**src/rtl/dma_pkg.sv**
```systemverilog
package dma_pkg;

    localparam logic [1:0] RA_CTRL = 2'd0;
    localparam logic [1:0] RA_DEV  = 2'd1;
    localparam logic [1:0] RA_MEM  = 2'd2;
    localparam logic [1:0] RA_CNT  = 2'd3;

    localparam int CB_GO   = 0;
    localparam int CB_DIR  = 1;
    localparam int CB_CLR  = 2;

    localparam int SB_BUSY = 0;
    localparam int SB_IRQ  = 1;
    localparam int SB_DIR  = 2;

    typedef enum logic {
        DIR_DEV2MEM = 1'b0,
        DIR_MEM2DEV = 1'b1
    } dma_dir_e;

    typedef enum logic [2:0] {
        ST_IDLE,
        ST_REQ,
        ST_FETCH,
        ST_PUT,
        ST_YIELD
    } dma_state_e;

    typedef struct packed {
        logic mem_rd;
        logic mem_wr;
        logic dev_rd;
        logic dev_wr;
    } dma_strb_t;

    // Source read in the fetch phase, destination write in the put phase.
    function automatic dma_strb_t route(input dma_dir_e dir, input logic fetch, input logic put);
        dma_strb_t s;
        s.dev_rd = fetch && (dir == DIR_DEV2MEM);
        s.mem_rd = fetch && (dir == DIR_MEM2DEV);
        s.mem_wr = put   && (dir == DIR_DEV2MEM);
        s.dev_wr = put   && (dir == DIR_MEM2DEV);
        return s;
    endfunction

endpackage

```
**src/rtl/dma_regs.sv**
```systemverilog
module dma_regs
    import dma_pkg::*;
#(
    parameter int AW = 16,
    parameter int DW = 32,
    parameter int CW = 16
) (
    input  logic          clk,
    input  logic          rst,
    input  logic          reg_wr,
    input  logic [1:0]    reg_addr,
    input  logic [DW-1:0] reg_wdata,
    output logic [DW-1:0] reg_rdata,
    input  logic          busy,
    input  logic          step,
    input  logic          finish,
    output logic          go,
    output dma_dir_e      dir,
    output logic [AW-1:0] dev_addr,
    output logic [AW-1:0] mem_addr,
    output logic [CW-1:0] count,
    output logic          irq
);

    logic          acc;
    logic          clr_irq;
    logic          wdata_unused;
    dma_dir_e      dir_q;
    logic [AW-1:0] dev_q;
    logic [AW-1:0] mem_q;
    logic [CW-1:0] cnt_q;
    logic          irq_q;

    assign wdata_unused = ^reg_wdata;
    assign acc     = reg_wr && !busy;
    assign go      = acc && (reg_addr == RA_CTRL) && reg_wdata[CB_GO];
    assign clr_irq = acc && (reg_addr == RA_CTRL) && (reg_wdata[CB_CLR] || reg_wdata[CB_GO]);

    always_ff @(posedge clk) begin
        if (rst) begin
            dir_q <= DIR_DEV2MEM;
            dev_q <= '0;
            mem_q <= '0;
            cnt_q <= '0;
            irq_q <= 1'b0;
        end else begin
            if (acc) begin
                unique case (reg_addr)
                    RA_CTRL: dir_q <= dma_dir_e'(reg_wdata[CB_DIR]);
                    RA_DEV:  dev_q <= reg_wdata[AW-1:0];
                    RA_MEM:  mem_q <= reg_wdata[AW-1:0];
                    RA_CNT:  cnt_q <= reg_wdata[CW-1:0];
                    default: ;
                endcase
            end
            if (step) begin
                mem_q <= mem_q + AW'(1);
                cnt_q <= cnt_q - CW'(1);
            end
            if (finish)
                irq_q <= 1'b1;
            else if (clr_irq)
                irq_q <= 1'b0;
        end
    end

    always_comb begin
        reg_rdata = '0;
        unique case (reg_addr)
            RA_CTRL: begin
                reg_rdata[SB_BUSY] = busy;
                reg_rdata[SB_IRQ]  = irq_q;
                reg_rdata[SB_DIR]  = dir_q;
            end
            RA_DEV:  reg_rdata = DW'(dev_q);
            RA_MEM:  reg_rdata = DW'(mem_q);
            RA_CNT:  reg_rdata = DW'(cnt_q);
            default: ;
        endcase
    end

    assign dir      = dir_q;
    assign dev_addr = dev_q;
    assign mem_addr = mem_q;
    assign count    = cnt_q;
    assign irq      = irq_q;

    // every word consumes exactly one count
    p_count_step_r7: assert property (@(posedge clk) disable iff (rst)
        step |=> (cnt_q == $past(cnt_q) - CW'(1)));

    // memory address walks forward one word per transfer
    p_mem_step_r6: assert property (@(posedge clk) disable iff (rst)
        step |=> (mem_q == $past(mem_q) + AW'(1)));

    // programming is frozen while a transfer runs
    p_locked_r11: assert property (@(posedge clk) disable iff (rst)
        (busy && reg_wr) |=> ($stable(dev_q) && $stable(dir_q)));

    // interrupt is sticky until an accepted clear or start
    p_irq_hold_r9: assert property (@(posedge clk) disable iff (rst)
        (irq_q && !(reg_wr && !busy && reg_addr == RA_CTRL && (reg_wdata[CB_CLR] || reg_wdata[CB_GO])))
        |=> irq_q);

endmodule

```
**src/rtl/dma_seq.sv**
```systemverilog
module dma_seq
    import dma_pkg::*;
#(
    parameter int DW = 32,
    parameter int CW = 16
) (
    input  logic          clk,
    input  logic          rst,
    input  logic          go,
    input  dma_dir_e      dir,
    input  logic [CW-1:0] count,
    input  logic          cpu_req,
    input  logic          bus_gnt,
    input  logic [DW-1:0] mem_rdata,
    input  logic [DW-1:0] dev_rdata,
    output logic          bus_req,
    output logic          busy,
    output logic          step,
    output logic          finish,
    output dma_strb_t     strb,
    output logic [DW-1:0] data_buf
);

    dma_state_e    state_q;
    dma_state_e    state_d;
    logic [DW-1:0] buf_q;
    logic          last;

    assign last = (count == CW'(1));

    always_comb begin
        state_d = state_q;
        bus_req = 1'b0;
        step    = 1'b0;
        finish  = 1'b0;
        unique case (state_q)
            ST_IDLE: begin
                if (go) begin
                    if (count == '0) finish  = 1'b1;
                    else             state_d = ST_REQ;
                end
            end
            ST_REQ: begin
                bus_req = 1'b1;
                if (bus_gnt) state_d = ST_FETCH;
            end
            ST_FETCH: begin
                bus_req = 1'b1;
                state_d = ST_PUT;
            end
            ST_PUT: begin
                bus_req = 1'b1;
                step    = 1'b1;
                if (last) begin
                    finish  = 1'b1;
                    state_d = ST_IDLE;
                end else if (cpu_req) begin
                    state_d = ST_YIELD;
                end else begin
                    state_d = ST_FETCH;
                end
            end
            ST_YIELD: state_d = ST_REQ;
            default:  state_d = ST_IDLE;
        endcase
    end

    always_ff @(posedge clk) begin
        if (rst) begin
            state_q <= ST_IDLE;
            buf_q   <= '0;
        end else begin
            state_q <= state_d;
            if (state_q == ST_FETCH)
                buf_q <= (dir == DIR_MEM2DEV) ? mem_rdata : dev_rdata;
        end
    end

    assign strb     = route(dir, state_q == ST_FETCH, state_q == ST_PUT);
    assign busy     = (state_q != ST_IDLE);
    assign data_buf = buf_q;

    // memory is only touched under grant
    p_grant_r3: assert property (@(posedge clk) disable iff (rst)
        (strb.mem_rd || strb.mem_wr) |-> bus_gnt);

    // never more than one strobe per cycle
    p_one_strobe_r4: assert property (@(posedge clk) disable iff (rst)
        $onehot0({strb.mem_rd, strb.mem_wr, strb.dev_rd, strb.dev_wr}));

    // a fetch is always followed by its put
    p_fetch_put_r4: assert property (@(posedge clk) disable iff (rst)
        (state_q == ST_FETCH) |=> (state_q == ST_PUT));

    // processor request forces a release between words
    p_yield_r8: assert property (@(posedge clk) disable iff (rst)
        (state_q == ST_PUT && cpu_req && !last) |=> !bus_req);

    // empty transfer stays off the bus
    p_zero_r10: assert property (@(posedge clk) disable iff (rst)
        (state_q == ST_IDLE && go && count == '0) |=> (state_q == ST_IDLE && !bus_req));

endmodule

```
**src/rtl/dma_engine.sv**
```systemverilog
module dma_engine
    import dma_pkg::*;
#(
    parameter int AW = 16,
    parameter int DW = 32,
    parameter int CW = 16
) (
    input  logic          clk,
    input  logic          rst,
    input  logic          reg_wr,
    input  logic [1:0]    reg_addr,
    input  logic [DW-1:0] reg_wdata,
    output logic [DW-1:0] reg_rdata,
    input  logic          cpu_req,
    output logic          bus_req,
    input  logic          bus_gnt,
    output logic [AW-1:0] mem_addr,
    output logic          mem_rd,
    output logic          mem_wr,
    output logic [DW-1:0] mem_wdata,
    input  logic [DW-1:0] mem_rdata,
    output logic [AW-1:0] dev_addr,
    output logic          dev_rd,
    output logic          dev_wr,
    output logic [DW-1:0] dev_wdata,
    input  logic [DW-1:0] dev_rdata,
    output logic          irq
);

    logic          busy;
    logic          step;
    logic          finish;
    logic          go;
    dma_dir_e      dir;
    logic [CW-1:0] count;
    dma_strb_t     strb;
    logic [DW-1:0] data_buf;

    dma_regs #(.AW(AW), .DW(DW), .CW(CW)) u_regs (
        .clk       (clk),
        .rst       (rst),
        .reg_wr    (reg_wr),
        .reg_addr  (reg_addr),
        .reg_wdata (reg_wdata),
        .reg_rdata (reg_rdata),
        .busy      (busy),
        .step      (step),
        .finish    (finish),
        .go        (go),
        .dir       (dir),
        .dev_addr  (dev_addr),
        .mem_addr  (mem_addr),
        .count     (count),
        .irq       (irq)
    );

    dma_seq #(.DW(DW), .CW(CW)) u_seq (
        .clk       (clk),
        .rst       (rst),
        .go        (go),
        .dir       (dir),
        .count     (count),
        .cpu_req   (cpu_req),
        .bus_gnt   (bus_gnt),
        .mem_rdata (mem_rdata),
        .dev_rdata (dev_rdata),
        .bus_req   (bus_req),
        .busy      (busy),
        .step      (step),
        .finish    (finish),
        .strb      (strb),
        .data_buf  (data_buf)
    );

    assign mem_rd    = strb.mem_rd;
    assign mem_wr    = strb.mem_wr;
    assign dev_rd    = strb.dev_rd;
    assign dev_wr    = strb.dev_wr;
    assign mem_wdata = data_buf;
    assign dev_wdata = data_buf;

endmodule

```
**config.mk**
```make
export PLATFORM = sky130hd
export DESIGN_NAME = dma_engine
export DESIGN_NICKNAME = d
export VERILOG_FILES = /design/src/rtl/dma_pkg.sv /design/src/rtl/dma_regs.sv /design/src/rtl/dma_seq.sv /design/src/rtl/dma_engine.sv
export SDC_FILE = /design/constraint.sdc
export NUM_CORES = 1
export LEC_CHECK = 0
export ABC_AREA = 0
export CAP_MARGIN = 5
export CELL_PAD_IN_SITES_DETAIL_PLACEMENT = 0
export CELL_PAD_IN_SITES_GLOBAL_PLACEMENT = 1
export CORE_MARGIN = 5
export CORE_UTILIZATION = 31
export DETAILED_ROUTE_END_ITERATION = 10
export PLACE_DENSITY_LB_ADDON = 0.1
export SETUP_SLACK_MARGIN = 0.2
export SLEW_MARGIN = 15
export SYNTH_ARGS = -nofsm -noshare
export SYNTH_HDL_FRONTEND = slang
export SYNTH_SLANG_ARGS = --single-unit
```
**constraint.sdc**
```tcl
create_clock -name clk -period 2.85 [get_ports clk]
set_input_delay 0.57 -clock clk [delete_from_list [all_inputs] [get_ports clk]]
set_output_delay 0.57 -clock clk [all_outputs]
set_load 0.01 [all_outputs]
```
### Word-level counts from Yosys, hierarchy flattened

Cells that the tools add are included.

* word-level logic and storage cells: 68
* ROM bits: 0
* memories: 0
* bits in registers: 85
* latch bits: 0
* bits in writable memories: 0

* $add $sub $neg: 2
* magnitude comparators: 0
* multiply operators: 0
* shift operators: 0
* bitwise logic cells: 1
* reductions and logical operators: 24
* divide/modulo/power cells: 0
* equality and inequality tests: 11
* mux-type cells: 23

Operator list (number)
* two-way mux 16 bit: 6
* one-hot mux 13 bit (3 select lines): 1
* two-way mux 32 bit: 1
* adder 16 x 1 -> 16 bit (second input constant): 1
* == test 16 x 1 -> 1 bit (second input constant): 1
* zero test 16 bit: 1
* subtractor 16 x 1 -> 16 bit (second input constant): 1
* two-way mux 3 bit: 5
* one-hot mux 3 bit (5 select lines): 1
* one-hot mux 3 bit (4 select lines): 1
* logical AND 1 bit: 8
* AND reduction 2 bit: 4
* nonzero test 2 bit: 4
* two-way mux 1 bit: 7
* == test 3 x 2 -> 1 bit (second input constant): 2
* inequality test 2 bit (second input constant): 3
* == test 2 bit (second input constant): 2
* == test 3 x 1 -> 1 bit (second input constant): 1
* == test 3 bit (second input constant): 1
* zero test 3 bit: 1
* AND reduction 3 bit: 1
* nonzero test 3 bit: 1
* OR reduction 3 bit: 1
* == test 2 x 1 -> 1 bit (second input constant): 1
* 5 further kinds: 5

### Depth between registers and ports, before layout

* depth in word-level cells: 8
* depth in mapped cells: 8
* mapped depth without buffers: 6

### Cells and area by module

From an unflattened synthesis, not the netlist that was laid out.

* cells, all modules: 577
* area, all modules: 4941.0 sq um

Modules (own cells, without submodules)
* dma_regs: cells each 368, instances 1, area an instance 3010.4 sq um
* dma_seq: cells each 177, instances 1, area an instance 1690.4 sq um
* dma_engine: cells each 32, instances 1, area an instance 240.2 sq um

### Worst setup path before layout

No wires, ideal clock.

* kind: in2out
* from: input port reg_addr[0]
* to: output port reg_rdata[11]
* arrival: 1672 ps
* stages on the path: 4
* path slack: 608 ps
* required time: 2280 ps
* cell sequence: buf_2 -> buf_1 -> mux2_2 -> a22o_1

* word-level cells in the longest chain between the ends: 2
* elaborated cells between the ends (all ways): 4
* classes of those cells: eq/ne: 3; mux: 1

Ends and longest elaborated chain
* start, declared: line dma_engine.sv:11 `input logic [1:0] reg_addr,`
* == test 2 bit / == test 2 x 1 -> 1 bit (equally long branches): line dma_regs.sv:69 `unique case (reg_addr)`
* one-hot mux 13 bit (3 select lines) *: line dma_regs.sv:69
* end, declared: line dma_engine.sv:13 `output logic [DW-1:0] reg_rdata,`

Every way passes the cells marked *; elsewhere a longest branch is shown, timed or not.

### Worst setup path after layout

* from: input port reg_addr[0]
* to: output port reg_rdata[12]

The elaborated chain is that of the path after synthesis.

==> flow_metrics.tcl <==
set metrics [dict create \
    worst_ir_drop_vdd_mv 0.265 \
    wirelength_mm 18.8 \
    synth_seq_area_share 0.344 \
    reg2reg_from "u_regs.count[9]" \
    dieWidth_um 136 \
    finClkSkew_ns 0.00706 \
    clock_tree_from_tritoncts "yes" \
    rows 46 \
    grt_max_degree 61 \
    netlist_area_um2 4950 \
    finish.net_count 854 \
    crit_path_start_kind "input pin" \
    first_global_vias 4881 \
    dp_hpwl_mm 14.2 \
    grt.met3_usage 0.0566 \
    core_area_um2 15800 \
    post_synth_xor_area_fraction 0.00885 \
    initial_core_utilization 0.314 \
    detail_route.drc_violations 0 \
    maxCapViolations 0 \
    synth_mux_area_frac 0.112 \
    num_io_pins 237 \
    grt_overflow 0 \
    dr.pass1.iters 4 \
    antenna_violating_nets_post_route 0 \
    fill_cells 1561 \
    antenna_found_initial 0 \
    worst_slew_margin_rel 0.420 \
    clk_latency_worst_skew_pair_ns 0.35 \
    dpl.cell_count 951 \
    postSynthCellCount 585 \
    synth_area_leaders "sky130_fd_sc_hd__dfxtp_1, sky130_fd_sc_hd__buf_4, sky130_fd_sc_hd__mux2i_1" \
    diodes 0 \
    synth_to_final_area_change_pct 47.3 \
    multiInputGateArea_um2 2720 \
    grt_pass1_wl_mm 28.5 \
    grt-busiest-layer "met2" \
    p_leak_nw 2.51 \
    gp_routability_congestion 0.823 \
    end_kind "output pin" \
    synthDistinctLibCells 61 \
    gr-usage-met1 0.237 \
    final_area_um2 7290 \
    area_fraction_in_compound_gates_after_synthesis 0.202 \
    outcome "complete, no violations" \
    clock-sinks 85 \
    timing.critical_path.arrival_ns 2.00 \
    ys_warn_count 0 \
    routed_wire_length_per_instance_um 19.4 \
    drive_gt1_frac 0.0944 \
    final_setup_violation_count 0 \
    worst_setup_hold_path_clk_slew_ns 0.06 \
    worst_pin_slew_ns 0.862 \
    main_combinational_cell_family_by_area_after_synthesis "compound AO/OA/AOI/OAI gates" \
    cts_max_path_buffers 2 \
    timing.final.crit_share 0.903 \
    synth.avg_cell_area_um2 8.46 \
    crit_type "in2out" \
    vias_per_cell 5.18 \
    die_area_um2 18600 \
    cts_root_buffer "sky130_fd_sc_hd__clkbuf_16" \
    worst_setup_path_startpoint "reg_addr[0]" \
    yosys.area_share.adder 0.0101 \
    r2r_slack_ns 0.84 \
    routed_via_count 5014 \
    power.density_cell_area_nw_per_um2 400 \
    crit-reg2reg-capture "u_regs.count[13]" \
    synth_largest_area_cell "sky130_fd_sc_hd__dfxtp_1" \
    yosys_register_bits 85 \
    worst_hold_path_type "reg2reg" \
    dieHeight_um 136 \
    gr-usage-all-layers 0.199 \
    stdcell_count 968 \
    number_of_synthesized_flops_with_an_enable_pin 0 \
    reg2reg_depth 4 \
    synth-async-reset-ratio 0 \
    initialDrtViolationCount 319 \
    placement.io_buffers 204 \
    finalWorstPathRequiredPeriod_ns 2.57 \
    cts.repair_timing.setup_buffer_count 0 \
    cp_data_required_time_ns 2.28 \
    tritoncts.num_buffers 9 \
    synth_simple_gate_area_share 0.201 \
    cts-htree-levels 3 \
    holdCritStartpoint "u_regs.dev_addr[6]" \
    final-hold-violation-count 0 \
    rsz0062_at_grt "false" \
    synth-main-ff-cell "sky130_fd_sc_hd__dfxtp_1" \
    critical_path.max_fanout 10 \
    achievable-frequency_mhz 389 \
    slew_violations 0 \
    post_cts_hold_buffer_count 0 \
    ff_latch_area_um2 1710 \
    crit_path_end "reg_rdata[12]" \
    placed_cell_area_um2 6950 \
    grt.met2_usage 0.348 \
    synth_top_area_frac 0.344 \
]
power breakdown:
part | internal, mW | total, mW | switching (mW)
clock network | 0.701 | 1.18 | 0.481
logic | 0.256 | 0.479 | 0.223
registers | 1.21 | 1.26 | 0.0418
routing by layer:
| metal | vias to the layer above | part of all wire |
|---|---|---|
| li1 | 2415 | - |
| met4 | 0 | 0.020 |
| met2 | 208 | 0.49 |
| met1 | 2364 | 0.41 |
| met5 | - | 0 |
| met3 | 27 | 0.082 |
critical path, stage by stage:
cell and delay, ns:
sky130_fd_sc_hd__clkdlybuf4s15_2 0.25, sky130_fd_sc_hd__buf_12 0.16, sky130_fd_sc_hd__nor2b_4 0.18, sky130_fd_sc_hd__buf_6 0.15
sky130_fd_sc_hd__a22o_1 0.14, sky130_fd_sc_hd__clkdlybuf4s50_1 0.54
Yosys cell counts (all sizes together), types with 2 or more instances:
cell type	n
and2	5
a22oi	5
nor4	9
nand4b	2
a32oi	3
a211oi	43
o22ai	2
nand2b	2
a2bb2oi	3
o311ai	8
o211ai	8
nor3	18
and3	2
ha	4
or3	6
xnor2	3
nor2b	5
or2	3
xor2	2
clkbuf	25
o21ai	6
mux4	3
inv	8
mux2i	35
or4	2
buf	68
a22o	13
dfxtp	85
nand4	10
o2bb2ai	2
nand3b	5
nor2	51
nand2	52
nand3	19
a31oi	11
mux2	12
or4b	2
a21oi	31
stage by stage:
stage / setup slack, ns / util / TNS, ns / total power, mW / hold WS, ns
2_1_floorplan: 0.608 / - / 0 / 1.51 / 0.475
3_3_place_gp: -0.162 / 0.441 / -1.88 / 1.75 / 0.461
3_5_place_dp: -0.153 / 0.441 / -1.75 / 1.76 / 0.471
4_1_cts: 0.201 / 0.462 / 0 / 2.96 / 0.480
5_1_grt: 0.215 / 0.462 / 0 / 3.04 / 0.498
6_report: 0.277 / 0.462 / 0 / 2.92 / 0.475
worst min path at each step:
stage                                endpoint  slack, ns  depth (start not counted)
final                      u_regs.dev_addr[6]       0.48                          2
after global routing      u_regs.dev_addr[13]       0.50                          2
after CTS                  u_regs.dev_addr[6]       0.48                          2
after detailed placement   u_regs.dev_addr[6]       0.47                          2
after global placement     u_regs.dev_addr[3]       0.46                          2
after floorplan               u_regs.count[8]       0.48                          2
sequential cells by signal (all words and copies together), names as in the netlist:
name             flops
u_regs.mem_addr     16
u_seq.data_buf      32
u_regs.dir           1
u_seq.state_q        3
u_regs.dev_addr     16
u_regs.irq           1
u_regs.count        16
final cells by class:
| cell class | instances | share of cell area |
|---|---|---|
| timing repair buffer | 229 | 0.312 |
| clock inverter | 4 | 0.00652 |
| inverter | 8 | 0.00412 |
| tap | 216 | 0.0371 |
| clock buffer | 12 | 0.0338 |
| multi-input combinational | 414 | 0.373 |
| sequential | 85 | 0.234 |
what timing repair did:
item / 4_1_cts / 5_1_grt
gates resized for setup: 13 / 9
endpoints found under the setup margin: 16 / 8
cloned: 1 / 0
cell families (layout without fill, tap and decap cells):
kind of cell,Yosys count,after routing
flops,85,85
xor+xnor,5,5
simple gates,198,198
other cells,1,16
mux,50,50
buf+inv,101,253
fa+ha+maj,4,4
compound gates,141,141
layout by cell type, fill, tap and decap left out, drive strengths merged, types with 3 or more instances in the layout:
cell type / synthesis / layout
o211ai: 8 / 8
a22o: 13 / 13
conb: 1 / 16
nor4: 9 / 9
inv: 8 / 8
nor2b: 5 / 5
nand3: 19 / 19
mux4: 3 / 3
nand3b: 5 / 5
nor2: 51 / 51
a31oi: 11 / 11
or3: 6 / 6
and2: 5 / 5
mux2i: 35 / 35
or2: 3 / 3
nor3: 18 / 18
dfxtp: 85 / 85
o21ai: 6 / 6
clkbuf: 25 / 13
dlygate4sd2: 0 / 6
xnor2: 3 / 3
a211oi: 43 / 43
a21oi: 31 / 31
a32oi: 3 / 3
a2bb2oi: 3 / 3
clkdlybuf4s50: 0 / 193
buf: 68 / 25
o311ai: 8 / 8
mux2: 12 / 12
nand2: 52 / 52
a22oi: 5 / 5
ha: 4 / 4
nand4: 10 / 10
Note: power is estimated with default switching activity, not from simulation.
